### src/rtl/dtcl_pkg.sv
package dtcl_pkg;
  // flops between the asynchronous limit pin and the event logic
  localparam int LIM_SYNC_STAGES = 2;
endpackage

### src/rtl/dtcl_sync.sv
module dtcl_sync #(
  parameter int STAGES = 2
) (
  input  logic clk,
  input  logic rst,
  input  logic d,
  output logic q
);
  logic [STAGES-1:0] chain;

  always_ff @(posedge clk) begin
    if (rst) chain <= '0;
    else     chain <= {chain[STAGES-2:0], d};
  end

  assign q = chain[STAGES-1];
endmodule

### src/rtl/dtcl_timebase.sv
module dtcl_timebase #(
  parameter int CNT_W = 8,
  parameter int DT_W  = 6
) (
  input  logic                    clk,
  input  logic                    rst,
  input  logic [CNT_W-1:0]        per_i,
  input  logic [CNT_W-1:0]        cmp_a_i,
  input  logic [CNT_W-1:0]        cmp_c_i,
  input  logic [CNT_W-1:0]        sync_at_i,
  input  logic signed [DT_W-1:0]  dt_i,
  output logic [CNT_W-1:0]        cnt,
  output logic                    wrap,
  output logic [CNT_W-1:0]        per_s,
  output logic [CNT_W-1:0]        cmp_a_s,
  output logic [CNT_W-1:0]        cmp_c_s,
  output logic [CNT_W-1:0]        sync_s,
  output logic signed [DT_W-1:0]  dt_s
);
  assign wrap = (cnt == per_s - CNT_W'(1));

  always_ff @(posedge clk) begin
    // shadows follow the inputs in reset and reload on the last count
    if (rst || wrap) begin
      per_s   <= per_i;
      cmp_a_s <= cmp_a_i;
      cmp_c_s <= cmp_c_i;
      sync_s  <= sync_at_i;
      dt_s    <= dt_i;
    end
    if (rst || wrap) cnt <= '0;
    else             cnt <= cnt + CNT_W'(1);
  end
endmodule

### src/rtl/dtcl_ablimit.sv
module dtcl_ablimit #(
  parameter int CNT_W = 8,
  parameter int DT_W  = 6
) (
  input  logic                   clk,
  input  logic                   rst,
  input  logic [CNT_W-1:0]       cnt,
  input  logic                   wrap,
  input  logic [CNT_W-1:0]       cmp_s,
  input  logic signed [DT_W-1:0] dt_s,
  input  logic                   ev,
  output logic                   a_o,
  output logic                   b_o
);
  localparam int SW = CNT_W + 2;

  logic signed [SW-1:0] cnt_x, cmp_x, dt_x, dneg;
  logic signed [SW-1:0] fa_cur, fa_new, fa_eff, fa_cut;
  logic cut, take;

  assign cnt_x  = $signed({2'b00, cnt});
  assign cmp_x  = $signed({2'b00, cmp_s});
  assign dt_x   = $signed({{(SW-DT_W){dt_s[DT_W-1]}}, dt_s});
  assign dneg   = dt_x[SW-1] ? dt_x : '0;
  assign fa_cur = cut ? fa_cut : cmp_x;
  // act only while A is still high and B has not yet risen
  assign take   = ev && (cnt_x < fa_cur) && (cnt_x < fa_cur + dneg);
  // negative dead time: B rises now, A holds for the magnitude
  assign fa_new = dt_x[SW-1] ? (cnt_x - dt_x) : cnt_x;
  assign fa_eff = take ? fa_new : fa_cur;

  always_ff @(posedge clk) begin
    if (rst) begin
      cut    <= 1'b0;
      fa_cut <= '0;
      a_o    <= 1'b0;
      b_o    <= 1'b0;
    end else begin
      a_o <= (cnt_x < fa_eff);
      b_o <= (cnt_x >= fa_eff + dt_x);
      if (wrap) cut <= 1'b0;
      else if (take) begin
        cut    <= 1'b1;
        fa_cut <= fa_new;
      end
    end
  end
endmodule

### src/rtl/dtcl_pwm.sv
module dtcl_pwm
  import dtcl_pkg::*;
#(
  parameter int CNT_W = 8,
  parameter int DT_W  = 6
) (
  input  logic                   clk,
  input  logic                   rst,
  input  logic                   lim_i,
  input  logic                   en_ab_i,
  input  logic                   en_c_i,
  input  logic                   adv_sync_i,
  input  logic [CNT_W-1:0]       period_i,
  input  logic [CNT_W-1:0]       cmp_a_i,
  input  logic [CNT_W-1:0]       cmp_c_i,
  input  logic [CNT_W-1:0]       sync_at_i,
  input  logic signed [DT_W-1:0] dead_i,
  output logic                   pwm_a_o,
  output logic                   pwm_b_o,
  output logic                   pwm_c_o,
  output logic                   sync_o
);
  logic lim_s, wrap, seen, first_ev;
  logic [CNT_W-1:0] cnt, per_s, cmp_a_s, cmp_c_s, sync_s;
  logic signed [DT_W-1:0] dt_s;

  dtcl_sync #(.STAGES(LIM_SYNC_STAGES)) u_lsync (
    .clk(clk), .rst(rst), .d(lim_i), .q(lim_s)
  );

  dtcl_timebase #(.CNT_W(CNT_W), .DT_W(DT_W)) u_tbase (
    .clk(clk), .rst(rst), .per_i(period_i), .cmp_a_i(cmp_a_i),
    .cmp_c_i(cmp_c_i), .sync_at_i(sync_at_i), .dt_i(dead_i),
    .cnt(cnt), .wrap(wrap), .per_s(per_s), .cmp_a_s(cmp_a_s),
    .cmp_c_s(cmp_c_s), .sync_s(sync_s), .dt_s(dt_s)
  );

  // one event per period, shared by A/B, C and sync
  assign first_ev = lim_s & ~seen;

  always_ff @(posedge clk) begin
    if (rst || wrap) seen <= 1'b0;
    else             seen <= seen | lim_s;
  end

  dtcl_ablimit #(.CNT_W(CNT_W), .DT_W(DT_W)) u_ab (
    .clk(clk), .rst(rst), .cnt(cnt), .wrap(wrap), .cmp_s(cmp_a_s),
    .dt_s(dt_s), .ev(first_ev & en_ab_i), .a_o(pwm_a_o), .b_o(pwm_b_o)
  );

  // output C: independent truncation
  logic cut_c, take_c;
  logic [CNT_W-1:0] fc_cut, fc_eff;

  assign take_c = first_ev && en_c_i && (cnt < cmp_c_s);
  assign fc_eff = take_c ? cnt : (cut_c ? fc_cut : cmp_c_s);

  always_ff @(posedge clk) begin
    if (rst) begin
      cut_c   <= 1'b0;
      fc_cut  <= '0;
      pwm_c_o <= 1'b0;
    end else begin
      pwm_c_o <= (cnt < fc_eff);
      if (wrap) cut_c <= 1'b0;
      else if (take_c) begin
        cut_c  <= 1'b1;
        fc_cut <= cnt;
      end
    end
  end

  // sync-out: programmed count, or the limit event when advanced
  logic sync_done, sync_fire;

  assign sync_fire = ~sync_done & ((cnt == sync_s) | (adv_sync_i & first_ev));

  always_ff @(posedge clk) begin
    if (rst) begin
      sync_done <= 1'b0;
      sync_o    <= 1'b0;
    end else begin
      sync_o <= sync_fire;
      if (wrap) sync_done <= 1'b0;
      else      sync_done <= sync_done | sync_fire;
    end
  end
endmodule

### config.mk
export PLATFORM = sky130hd
export DESIGN_NAME = dtcl_pwm
export DESIGN_NICKNAME = d
export VERILOG_FILES = /design/src/rtl/dtcl_pkg.sv /design/src/rtl/dtcl_sync.sv /design/src/rtl/dtcl_timebase.sv /design/src/rtl/dtcl_ablimit.sv /design/src/rtl/dtcl_pwm.sv
export SDC_FILE = /design/constraint.sdc
export NUM_CORES = 1
export LEC_CHECK = 0
export BUFFER_PORTS_ARGS = -buffer_cell sky130_fd_sc_hd__buf_2
export CAP_MARGIN = 20
export CORE_MARGIN = 10
export CORE_UTILIZATION = 25
export DETAILED_ROUTE_END_ITERATION = 6
export PLACE_DENSITY_LB_ADDON = 0.1
export SYNTH_ARGS = -nofsm -noshare
export SYNTH_HDL_FRONTEND = slang
export SYNTH_SLANG_ARGS = --single-unit
export TNS_END_PERCENT = 30
### constraint.sdc
create_clock -name clk -period 8.8 [get_ports clk]
set_clock_uncertainty 0.1 [all_clocks]
set_input_delay 0 -clock clk [delete_from_list [all_inputs] [get_ports clk]]
set_output_delay 0 -clock clk [all_outputs]
set_load 0.02 [all_outputs]
==> results.toml, run 1 <==
[timing]
timing.setup.tns_ps = 0
fin_ws_ps = 808
post-route-period-util = 0.908
rsz0062_at_grt = "no"
finalCriticalPeriod_ps = 7990
worst_slew_pin_slew_ps = 960
setup_violations = 0
drv_slew = 0
relSlewSlack = 0.360
timing.fmax_ghz = 0.125
hold_viol = 0

[setup_path]
arrival_ps = 8140
cp.required_ps = 8950
cpMostUsedCell = "ha_1"
path_class = "flip-flop to flip-flop"
critPathMaxFanout = 26
end_kind = "flip-flop"
r2r_start = "u_tbase.dt_s[5]$_DFFE_PP_"
start_kind = "flip-flop"
crit_start = "u_tbase.dt_s[5]$_DFFE_PP_"
slowest_stage = "edfxtp_1"
crit_path_max_incr_delay_ps = 980

[floorplan]
top_level_ports = 48
rows = 53
start_util = 0.256
dieArea_um2 = 28000
die_w_um = 167
die-height_um = 167
core_area_um2 = 21200

[yosys]
synthCells = 560
synth_top_area_frac = 0.210
seq_area_frac_synth = 0.343
synth.largest_area_cell = "edfxtp_1"
postSynthAreaPerCell_um2 = 9.70
syn-cell-area_um2 = 5430
syn-num-nets = 679
synth.area.top_cells = "edfxtp_1, ha_1, dfxtp_1, mux2i_1, nor2_1"
yosysUniqueCellTypes = 66
synth_ff_type = "edfxtp_1"
ys_ff_latch = 74
ys_async_sr_fraction = 0
synth_edf_count = 38
ys_warn_count = 0

[worst_hold_path]
min-delay-start = "rst"
hold_path.class = "primary input to flip-flop"

[routing]
post_drt_via_cell_ratio = 4.63
drc = 0
drtIter0Drc = 156
wire_per_inst_um = 17.0
drt_wl_total_um = 15800
drtPass1Iterations = 4
ant_nets = 0
vias = 4298

[clocking]
cts_tree = "built"
htreeDepth = 3
root_buffer = "clkbuf_16"
cts_setup_buffers = 0
clkTransAtPathRegs_ps = 60
clk-insertion-delay-late_ps = 340
clock_sinks = 74
cts-buffers-inserted = 9
clockBufferDepth = 2
cts_resized = 0

[power]
switchingPower_mw = 0.288
power.share.sequential = 0.400
power_frac_comb = 0.221
p_per_area_nw_per_um2 = 147
p_int_mw = 0.698
pwr-share-clk = 0.380
p_leak_nw = 2.90
peakVddDrop_mv = 0.0914
power.total_mw = 0.986
p_sw_frac = 0.292

[finish]
nets = 768
finalInstanceArea_um2 = 6710
diodes = 0
area_growth_pct = 23.5
final_layout_size_suffix_gt1_frac = 0.151
instances_no_fill = 929

[grt]
grt_overflow_total = 0
antenna_found_initial = 1
grt_pass1_vias = 4469
gr-usage-all-layers = 0.112
grt_max_degree = 45
grt_pass1_wl_um = 24900

[placed_design]
gp_congestion = 0.842
post_dp_cell_area_um2 = 5990
dpl_worst_slack_ps = 816
placedCellCount = 872
dp_hpwl_um = 12300
port_buffers = 47

[flow_run]
cap_violations = 0

[outcome]
status = "complete, no violations"
-- power by group through the flow --
stage	clock network, mW	registers (mW)	logic, mW
2_1_floorplan	0	0.398	0.147
3_3_place_gp	0	0.403	0.202
3_5_place_dp	0	0.403	0.205
4_1_cts	0.391	0.395	0.220
5_1_grt	0.405	0.397	0.246
6_report	0.374	0.394	0.217
-- flip-flops by register name, summed over array words and instances, names as in the netlist --
signal / flops
cut_c: 1
fc_cut: 8
pwm_c_o: 1
seen: 1
sync_done: 1
sync_o: 1
u_ab.a_o: 1
u_ab.b_o: 1
u_ab.cut: 1
u_ab.fa_cut: 10
u_lsync.chain: 2
u_tbase.cmp_a_s: 8
u_tbase.cmp_c_s: 8
u_tbase.cnt: 8
u_tbase.dt_s: 6
u_tbase.per_s: 8
u_tbase.sync_s: 8
-- Yosys cell counts, types with 3 or more instances --
cell type and instances:
ha_1 72, nor2_1 62, a21oi_1 40, inv_1 40
edfxtp_1 38, dfxtp_1 36, mux2i_1 32, xor2_1 22
o21ai_0 20, nand3_1 14, a21o_1 13, nand2_1 13
xnor2_1 13, clkbuf_1 12, nand2b_1 12, mux2_2 11
nor3_1 10, nor2b_1 7, o21a_1 6, and3_1 5
nor4_1 5, a211oi_1 4, nand4_1 4, o2111ai_1 4
o31a_1 4, a2111oi_0 3, a211oi_2 3, buf_2 3
fa_1 3
-- final timing paths --
| kind | depth (start not counted) | to | slack, ps |
|---|---|---|---|
| setup reg to reg | 28 | u_ab.b_o$_SDFF_PP0_ | 810 |
| hold reg to reg | 1 | sync_o$_SDFF_PP0_ | 330 |
| hold / removal | 2 | u_ab.fa_cut[4]$_SDFFE_PP0P_ | 50 |
| setup / recovery | 28 | u_ab.b_o$_SDFF_PP0_ | 810 |
-- placed cells by master (no fill, tap or decap), types with 14 or more instances in the layout --
master         instances
mux2i_1               32
edfxtp_1              38
xor2_1                22
inv_1                 40
ha_1                  72
nand3_1               14
buf_2                 47
a21oi_1               40
o21ai_0               20
dfxtp_1               36
nor2_1                62
dlygate4sd3_1         40
-- per-layer routing --
metal,track usage,wire (um),vias up
met3,0.0190,359,10
met5,0,0,-
met1,0.143,7660,2023
li1,-,-,2214
met2,0.188,7600,51
met4,0.0326,192,0
-- cell families after synthesis --
logic type	synth area share
AOI/OAI and AO/OA	0.165
xor gates and xnor gates	0.0565
and+or+nand+nor	0.133
buffers and inverters	0.0445
adders and majority gates	0.177
DFF	0.343
muxes	0.0818
-- layout make-up --
class / instances / area [um2]
timing repair buffer: 98 / 718
multi-input combinational: 426 / 3330
clock buffer: 11 / 264
sequential: 74 / 1860
inverter: 40 / 150
tap: 275 / 344
clock inverter: 5 / 40.0
fill: 2211 / 14500
-- worst max-delay path, delay by kind of cell (launching register included) --
kind	cells	cell delay, ps
adders and majority gates	5	1500
and+or+nand+nor	7	1630
AOI/OAI and AO/OA	12	2430
DFF	1	980
xor gates and xnor gates	2	250
muxes	1	430
buffers and inverters	1	550
-- repair_timing --
item	in CTS	in global routing
endpoints found under the hold margin	41	0
endpoints found under the setup margin	0	0
hold buffers	40	0
-- stage by stage --
stage | hold WS (ps) | util
floorplan | -28.4 | -
global placement | 76.0 | 0.282
detailed placement | 78.1 | 0.282
CTS | 51.8 | 0.316
global route | 63.8 | 0.316
finish | 45.3 | 0.316
Power figures use the tool's default switching activity.
==> inputs of run 2 (changes only) <==
Settings changed: CORE_MARGIN 10 to 4, CORE_UTILIZATION 25 to 48.
==> results.toml, run 2 (synthesis gave the netlist of run 1 again) <==
[floorplan]
core_area_um2 = 10900
rows = 38
die_w_um = 114
die-height_um = 114
top_level_ports = 48
dieArea_um2 = 13100
start_util = 0.497

[timing]
finalCriticalPeriod_ps = 7830
post-route-period-util = 0.889
rsz0062_at_grt = "no"
worst_slew_pin_slew_ps = 928
fin_ws_ps = 974
timing.setup.tns_ps = 0
hold_viol = 0
hold-worst-slack_ps = 37.0
timing.fmax_ghz = 0.128
drv_slew = 0
setup_violations = 0
relSlewSlack = 0.381

[clocking]
root_buffer = "clkbuf_16"
cts_setup_buffers = 0
cts-buffers-inserted = 9
clock_sinks = 74
htreeDepth = 3
ctsHoldBuffers = 40
clkTransAtPathRegs_ps = 70
cts_resized = 0
cts_tree = "built"
clk-insertion-delay-late_ps = 340
clockBufferDepth = 2

[grt]
grt_pass1_vias = 4499
grt_pass1_wl_um = 22600
gr-usage-all-layers = 0.223
grt_overflow_total = 0
grt_max_degree = 51
antenna_found_initial = 0

[worst_hold_path]
hold_path.class = "primary input to flip-flop"

[finish]
layout_commonest_cell = "ha_1"
finalInstanceArea_um2 = 6550
final_core_util = 0.599
diodes = 0
final_layout_size_suffix_gt1_frac = 0.146
final_cell_mix = "ha_1, nor2_1, buf_2"
fill_cells = 960
nets = 766
regMostFlops = "u_ab.fa_cut"
instances_no_fill = 792
area_growth_pct = 20.7
largest_reg_flops = 10

[setup_path]
start_kind = "flip-flop"
crit_family = "compound AO/OA/AOI/OAI gates"
worst-path-buf-inv = 2
slowest_stage = "edfxtp_1"
path_class = "flip-flop to flip-flop"
cpMostUsedCell = "ha_1"
cp.required_ps = 8960
end_kind = "flip-flop"
crit_path_max_incr_delay_ps = 960
critPathMaxFanout = 26
arrival_ps = 7980

[power]
p_leak_nw = 2.90
p_int_mw = 0.737
power.total_mw = 1.01
p_sw_frac = 0.271
p_per_area_nw_per_um2 = 154
pwr-share-clk = 0.397
switchingPower_mw = 0.274
peakVddDrop_mv = 0.127
power.share.sequential = 0.387
power_frac_comb = 0.216

[routing]
ant_nets = 0
drc = 0
post_drt_via_cell_ratio = 5.57
drt_wl_total_um = 13800
drtPass1Iterations = 5
wire_per_inst_um = 17.4
vias = 4415
drtIter0Drc = 239

[placed_design]
dp_hpwl_um = 9730
port_buffers = 47
dpl_worst_slack_ps = 1060
post_dp_cell_area_um2 = 5800
placedCellCount = 734
gp_congestion = 0.925

[flow_run]
cap_violations = 0

[outcome]
status = "complete, no violations"
-- run 2: final timing paths --
kind                        startpoint                     endpoint  slack [ps]  depth (start not counted)
max reg2reg  u_tbase.dt_s[5]$_DFFE_PP_          u_ab.b_o$_SDFF_PP0_         970                         29
max          u_tbase.dt_s[5]$_DFFE_PP_          u_ab.b_o$_SDFF_PP0_         970                         29
min                                rst  u_ab.fa_cut[7]$_SDFFE_PP0P_          40                          2
min reg2reg       sync_done$_SDFF_PP0_            sync_o$_SDFF_PP0_         330                          1
-- run 2: area by class of cell --
| type | count | area, um2 | share of cell area |
|---|---|---|---|
| multi-input combinational | 426 | 3330 | 0.508 |
| sequential | 74 | 1860 | 0.284 |
| timing repair buffer | 96 | 716 | 0.109 |
| clock buffer | 12 | 246 | 0.0376 |
| tap | 140 | 175 | 0.0267 |
| inverter | 40 | 150 | 0.0229 |
| clock inverter | 4 | 76.3 | 0.0116 |
-- run 2: per-layer routing --
layer,GRT usage,vias to the layer above,part of all wire
li1,-,2220,-
met1,0.271,2047,0.41
met2,0.396,119,0.51
met3,0.0307,29,0.047
met4,0.0887,0,0.030
met5,0,-,0
-- run 2: power by group through the flow --
| stage | registers [mW] | clock network [mW] | logic, mW |
|---|---|---|---|
| CTS | 0.392 | 0.407 | 0.216 |
| finish | 0.392 | 0.401 | 0.218 |
| floorplan | 0.398 | 0 | 0.147 |
| global route | 0.393 | 0.426 | 0.245 |
| detailed placement | 0.399 | 0 | 0.201 |
| global placement | 0.399 | 0 | 0.195 |
